==> src/rtl/flowctl_pkg.sv <==
package flowctl_pkg;

    typedef enum logic [1:0] {
        HYS_STEPPED  = 2'b00,
        HYS_NARROW   = 2'b01,
        HYS_WIDE     = 2'b10,
        HYS_WIDE_ALT = 2'b11
    } hyst_mode_e;

    // band half-widths for the symmetric modes
    localparam int NARROW_STEP = 4;
    localparam int WIDE_STEP   = 6;

    // stepped-mode trigger classes; each class switches at its neighbours
    localparam int STEP_L0 = 8;
    localparam int STEP_L1 = 16;
    localparam int STEP_L2 = 24;
    localparam int STEP_L3 = 28;

endpackage

==> src/rtl/fc_thresholds.sv <==
module fc_thresholds
    import flowctl_pkg::*;
#(
    parameter int unsigned FIFO_DEPTH = 128,
    parameter int unsigned CNT_W      = 8
) (
    input  logic [CNT_W-1:0] trig,
    input  logic [1:0]       hyst_sel,
    output logic [CNT_W-1:0] upper,
    output logic [CNT_W-1:0] lower
);

    localparam int DEPTH_I = int'(FIFO_DEPTH);

    int t_i;
    int up_i;
    int lo_i;

    always_comb begin
        t_i  = int'(trig);
        up_i = 0;
        lo_i = 0;
        case (hyst_mode_e'(hyst_sel))
            HYS_STEPPED: begin
                if (t_i <= STEP_L0) begin
                    up_i = STEP_L1;
                    lo_i = 0;
                end else if (t_i <= STEP_L1) begin
                    up_i = STEP_L2;
                    lo_i = STEP_L0;
                end else if (t_i <= STEP_L2) begin
                    up_i = STEP_L3;
                    lo_i = STEP_L1;
                end else begin
                    up_i = STEP_L3;
                    lo_i = STEP_L2;
                end
            end
            HYS_NARROW: begin
                up_i = t_i + NARROW_STEP;
                lo_i = t_i - NARROW_STEP;
            end
            default: begin
                up_i = t_i + WIDE_STEP;
                lo_i = t_i - WIDE_STEP;
            end
        endcase
        // keep both limits inside the physical FIFO range
        if (up_i > DEPTH_I) up_i = DEPTH_I;
        if (lo_i < 0)       lo_i = 0;
        if (lo_i > DEPTH_I) lo_i = DEPTH_I;
    end

    assign upper = CNT_W'(up_i);
    assign lower = CNT_W'(lo_i);

endmodule

==> src/rtl/fc_rts.sv <==
module fc_rts #(
    parameter int unsigned CNT_W = 8
) (
    input  logic             clk,
    input  logic             rst_n,
    input  logic             auto_en,
    input  logic             sw_rts,
    input  logic [CNT_W-1:0] level,
    input  logic [CNT_W-1:0] trig,
    input  logic [CNT_W-1:0] upper,
    input  logic [CNT_W-1:0] lower,
    output logic             rts_n,
    output logic             rx_irq
);

    typedef struct packed {
        logic off;     // hysteresis state: 1 = far end told to stop
        logic rts_n;
        logic rx_irq;
    } rts_st_t;

    localparam rts_st_t RTS_RESET = '{off: 1'b0, rts_n: 1'b1, rx_irq: 1'b0};

    rts_st_t st_d, st_q;

    always_comb begin
        st_d = st_q;
        if (!auto_en) begin
            // automatic mode always restarts from the on state
            st_d.off   = 1'b0;
            st_d.rts_n = ~sw_rts;
        end else begin
            if (level >= upper)      st_d.off = 1'b1;
            else if (level <= lower) st_d.off = 1'b0;
            st_d.rts_n = st_d.off;
        end
        st_d.rx_irq = (level >= trig);
    end

    always_ff @(posedge clk or negedge rst_n) begin
        if (!rst_n) st_q <= RTS_RESET;
        else        st_q <= st_d;
    end

    assign rts_n  = st_q.rts_n;
    assign rx_irq = st_q.rx_irq;

endmodule

==> src/rtl/fc_cts.sv <==
module fc_cts #(
    parameter int unsigned SYNC_STAGES = 2
) (
    input  logic clk,
    input  logic rst_n,
    input  logic auto_en,
    input  logic irq_en,
    input  logic cts_n,
    input  logic tx_busy,
    input  logic tx_char_done,
    output logic tx_allow,
    output logic cts_irq
);

    typedef struct packed {
        logic [SYNC_STAGES-1:0] sync;
        logic                   prev;
        logic                   allow;
        logic                   irq;
    } cts_st_t;

    localparam cts_st_t CTS_RESET = '{sync: '0, prev: 1'b0, allow: 1'b1, irq: 1'b0};

    cts_st_t st_d, st_q;
    logic    cts_s;

    assign cts_s = st_q.sync[SYNC_STAGES-1];

    always_comb begin
        st_d      = st_q;
        st_d.sync = {st_q.sync[SYNC_STAGES-2:0], cts_n};
        st_d.prev = cts_s;
        st_d.irq  = auto_en & irq_en & cts_s & ~st_q.prev;
        if (!auto_en || !cts_s) begin
            st_d.allow = 1'b1;
        end else if (tx_busy && !tx_char_done) begin
            // let the character in flight reach the end of its stop bit
            st_d.allow = st_q.allow;
        end else begin
            st_d.allow = 1'b0;
        end
    end

    always_ff @(posedge clk or negedge rst_n) begin
        if (!rst_n) st_q <= CTS_RESET;
        else        st_q <= st_d;
    end

    assign tx_allow = st_q.allow;
    assign cts_irq  = st_q.irq;

endmodule

==> src/rtl/flow_ctl_hyst.sv <==
module flow_ctl_hyst #(
    parameter int unsigned FIFO_DEPTH  = 128,
    parameter int unsigned SYNC_STAGES = 2,
    localparam int unsigned CNT_W      = $clog2(FIFO_DEPTH + 1)
) (
    input  logic             clk,
    input  logic             rst_n,
    input  logic             auto_rts_en,
    input  logic             auto_cts_en,
    input  logic             cts_irq_en,
    input  logic             sw_rts,
    input  logic [CNT_W-1:0] rx_level,
    input  logic [CNT_W-1:0] rx_trig,
    input  logic [1:0]       hyst_sel,
    input  logic             cts_n,
    input  logic             tx_busy,
    input  logic             tx_char_done,
    output logic             rts_n,
    output logic             tx_allow,
    output logic             cts_irq,
    output logic             rx_trig_irq
);

    logic [CNT_W-1:0] thr_hi;
    logic [CNT_W-1:0] thr_lo;

    fc_thresholds #(
        .FIFO_DEPTH (FIFO_DEPTH),
        .CNT_W      (CNT_W)
    ) u_thr (
        .trig     (rx_trig),
        .hyst_sel (hyst_sel),
        .upper    (thr_hi),
        .lower    (thr_lo)
    );

    fc_rts #(
        .CNT_W (CNT_W)
    ) u_rts (
        .clk     (clk),
        .rst_n   (rst_n),
        .auto_en (auto_rts_en),
        .sw_rts  (sw_rts),
        .level   (rx_level),
        .trig    (rx_trig),
        .upper   (thr_hi),
        .lower   (thr_lo),
        .rts_n   (rts_n),
        .rx_irq  (rx_trig_irq)
    );

    fc_cts #(
        .SYNC_STAGES (SYNC_STAGES)
    ) u_cts (
        .clk          (clk),
        .rst_n        (rst_n),
        .auto_en      (auto_cts_en),
        .irq_en       (cts_irq_en),
        .cts_n        (cts_n),
        .tx_busy      (tx_busy),
        .tx_char_done (tx_char_done),
        .tx_allow     (tx_allow),
        .cts_irq      (cts_irq)
    );

endmodule

==> config.mk <==
export PLATFORM = sky130hd
export DESIGN_NAME = flow_ctl_hyst
export DESIGN_NICKNAME = d
export VERILOG_FILES = /design/src/rtl/flowctl_pkg.sv /design/src/rtl/fc_thresholds.sv /design/src/rtl/fc_rts.sv /design/src/rtl/fc_cts.sv /design/src/rtl/flow_ctl_hyst.sv
export SDC_FILE = /design/constraint.sdc
export NUM_CORES = 1
export LEC_CHECK = 0
export CAP_MARGIN = 20
export CORE_AREA = 2 2 59 61
export DETAILED_ROUTE_END_ITERATION = 10
export DIE_AREA = 0 0 61 63
export GPL_TIMING_DRIVEN = 0
export PLACE_DENSITY = 0.71
export SYNTH_ARGS = -nofsm -noshare
export SYNTH_HDL_FRONTEND = slang
export SYNTH_SLANG_ARGS = --single-unit
==> constraint.sdc <==
create_clock -name clk -period 0.89 [get_ports clk]
set_input_delay 0.178 -clock clk [delete_from_list [all_inputs] [get_ports clk]]
set_output_delay 0.178 -clock clk [all_outputs]
set_load 0.005 [all_outputs]
==> summary.txt <==
Power and ir drop
  • Worst vdd ir: 0.333 mV
  • Overall power: 1760 uW
  • Lkg Pwr: 0.000965 uW
  • PwrDens: 807 nW/um2

Clock network
  • CTS Hold Bufs: 0
  • Clk slew on worst S/H paths: 0.05 ns
  • Root Buffer: clkbuf_4
  • CTS tree: yes
  • CTS H-tree depth: 1
  • CTS Sinks: 8
  • Skew-Pair Late Insertion Delay: 0.25 ns
  • TritonCTS buffer count: 3
  • Clock Path Buffers: 2

Synth
  • Register area share after synthesis: 0.146
  • FF+latch count, synth: 8
  • Mapped Area: 1390 um2
  • Synth area leaders: ha_1, dfrtp_1, nand2_1
  • Top FF cell, synth: dfrtp_1
  • Mean Syn Cell Area: 8.19 um2
  • Post-synthesis cell type count: 46
  • Mapped Cells: 170
  • Post-synth top area cell: ha_1
  • Ys Warns: 0
  • EDFF count, synth: 0
  • Post-synth ARST share: 1.00
  • Top-area cell type share of the netlist area: 0.279
  • Syn_nets: 228

Cells and area
  • Fillers: 251
  • Most common cell after layout, fill and taps aside: buf_4
  • Finished Cell Area: 2180 um2
  • Fin nets: 288
  • Final core utilization: 0.676
  • Antenna diode count: 0
  • Synth-to-layout area growth: 56.8%
  • Layout cells sized above 1: 0.404
  • Sequential cell area: 203 um2
  • Area of the multi-input gates: 1290 um2
  • Most frequent cells in the layout: buf_4, ha_1, nand2_1

Run status
  • Violated checks: negative setup slack
  • Outcome: complete, but fails checks

Setup path
  • CP max stage cell: ha_1
  • Worst r2r path cells: 2
  • CP peak stage delay: 0.30 ns
  • Stages on the worst setup path: 17
  • CP cell instances: buf_12 > clkinvlp_4 > buf_6 > buf_4 > ha_1 > nor2b_4 > nand2_1 > a21oi_2 > a22oi_2 > buf_4 > buf_4 > nand3_1 > ha_1 > nand3_1 > o31ai_1 > o21bai_1 > a21boi_1
  • CP top delay family: compound AO/OA/AOI/OAI gates
  • Crit Path Category: in2reg
  • Crit path buf inv count: 6
  • Crit. End Element: flop
  • CP required: 1.02 ns
  • Crit path max fanout: 5
  • Crit path DAT: 2.62 ns
  • Startpoint types: input pin
  • CP dominant cell by count: buf_4

Global route
  • Total global-route track usage: 0.201
  • First-pass GRT wire length: 6.01 mm
  • Grt ovf: 0
  • Number of global-route vias before repair: 1464
  • Largest net degree at the start of global routing: 11
  • Antenna violations before repair: 0

Die
  • # rows: 21
  • CORE AREA: 3230 um2
  • Die W: 61 um
  • Initial Utilization: 0.431
  • Die H: 63 um
  • Die area: 3840 um2
  • Top-Level Pins: 31

Placed design
  • DP Area: 1790 um2
  • HPWL Detailed: 2.82 mm
  • PortBufs: 27
  • Final GP Congestion: 0.880

Drt
  • DR iter-0 viols: 37
  • DR vias/cell: 5.39
  • Via count: 1476
  • DRC: 0
  • Routed wire length: 4.10 mm
  • WL per Instance: 15.0 um
  • First-pass DRT Iterations: 4
  • Antenna Nets Post-Route: 0

Timing
  • Unrepaired setup endpoints after global routing: yes
  • Slew headroom: 0.750
  • # setup viols final: 7
  • Minimum clock period: 2.48 ns
  • Worst setup margin: -1.59 ns
  • Pins over their slew limit: 0
  • Max frequency: 402 MHz
  • Fin. Hold Viols: 0
  • Actual slew at the worst max-slew pin: 0.372 ns
  • Clock Skew: 0.00179 ns
  • Period utilization: 2.79

Min path
  • HP Class: in2async

Run
  • Max cap viols: 0
repair_timing:
item,4_1_cts,5_1_grt
gates resized for setup,74,21
endpoints found under the setup margin,7,7
pin swaps,16,21
setup buffers,20,9
final timing paths:
check / start / endpoint / slack (ns)
setup reg to reg: u_cts.tx_allow / u_cts.tx_allow / 0.07
hold reg to reg: u_cts.st_d[4] / u_cts.cts_s / 0.37
max in group asynchronous: rst_n / u_rts.rts_n / 0.40
min in group clk: u_cts.st_d[4] / u_cts.cts_s / 0.37
setup / recovery: rx_trig[2] / u_rts.st_q[2] / -1.59
hold / removal: rst_n / u_cts.cts_irq / 0.19
through the flow:
step | cells | setup WS, ns | setup TNS (ns) | hold slack, ns
detailed placement | 243 | -2.85 | -7.66 | 0.363
global placement | 243 | -2.77 | -7.44 | 0.340
global route | 274 | -1.77 | -4.45 | 0.215
finish | 274 | -1.59 | -3.91 | 0.193
floorplan | 170 | -1.64 | -3.59 | -0.118
CTS | 265 | -1.54 | -3.83 | 0.194
sequential cells by signal, summed over array words and instances (netlist names):
name and flops:
u_cts.st_q 1, u_cts.cts_irq 1, u_cts.tx_allow 1, u_rts.rx_irq 1, u_rts.st_q 1, u_cts.st_d 1, u_cts.cts_s 1, u_rts.rts_n 1
routing by layer:
layer  vias to the layer above  share of wire  wire (um)  GRT usage
met2                        42           0.54       2220      0.390
met3                        10          0.039        160     0.0166
met4                         0          0.021         85     0.0516
met1                       683           0.40       1630      0.220
met5                         -              0          0          0
li1                        741              -          -          -
where the power goes:
part / internal [uW] / total [uW] / switching, uW / leakage [uW]
clock: 154 / 271 / 117 / 0.0000138
combinational: 567 / 1080 / 512 / 0.000856
sequential: 401 / 412 / 11.4 / 0.0000951
logic make-up (layout without fill, tap and decap cells):
group	after synthesis	in the layout	share of synthesized area
XOR/XNOR	8	8	0.0557
flip-flops	8	8	0.146
multiplexers	2	2	0.0144
buffers and inverters	19	77	0.0629
AND/OR/NAND/NOR	57	57	0.206
adder cells (fa/ha/maj)	31	31	0.279
AO/OA/AOI/OAI	45	45	0.237
synth_stat cells (3+ instances only):
master / n
dfrtp_1: 6
a31oi_1: 3
nand2_1: 20
o31ai_1: 3
nor2_1: 5
nor3_1: 5
inv_1: 11
o21ai_0: 9
a21oi_1: 7
a211oi_1: 3
xnor2_1: 5
o211ai_1: 3
nor2b_1: 3
ha_1: 31
nand3_1: 12
buf_2: 4
layout make-up:
class / instances / area share
clock buffers: 3 / 0.0103
well taps: 46 / 0.0264
plain buffers: 7 / 0.0275
multi-input cells: 143 / 0.593
inverters: 11 / 0.0235
repair buffers: 56 / 0.226
flip-flops and latches: 8 / 0.0928
No activity file was read; power rests on OpenSTA's default activity.
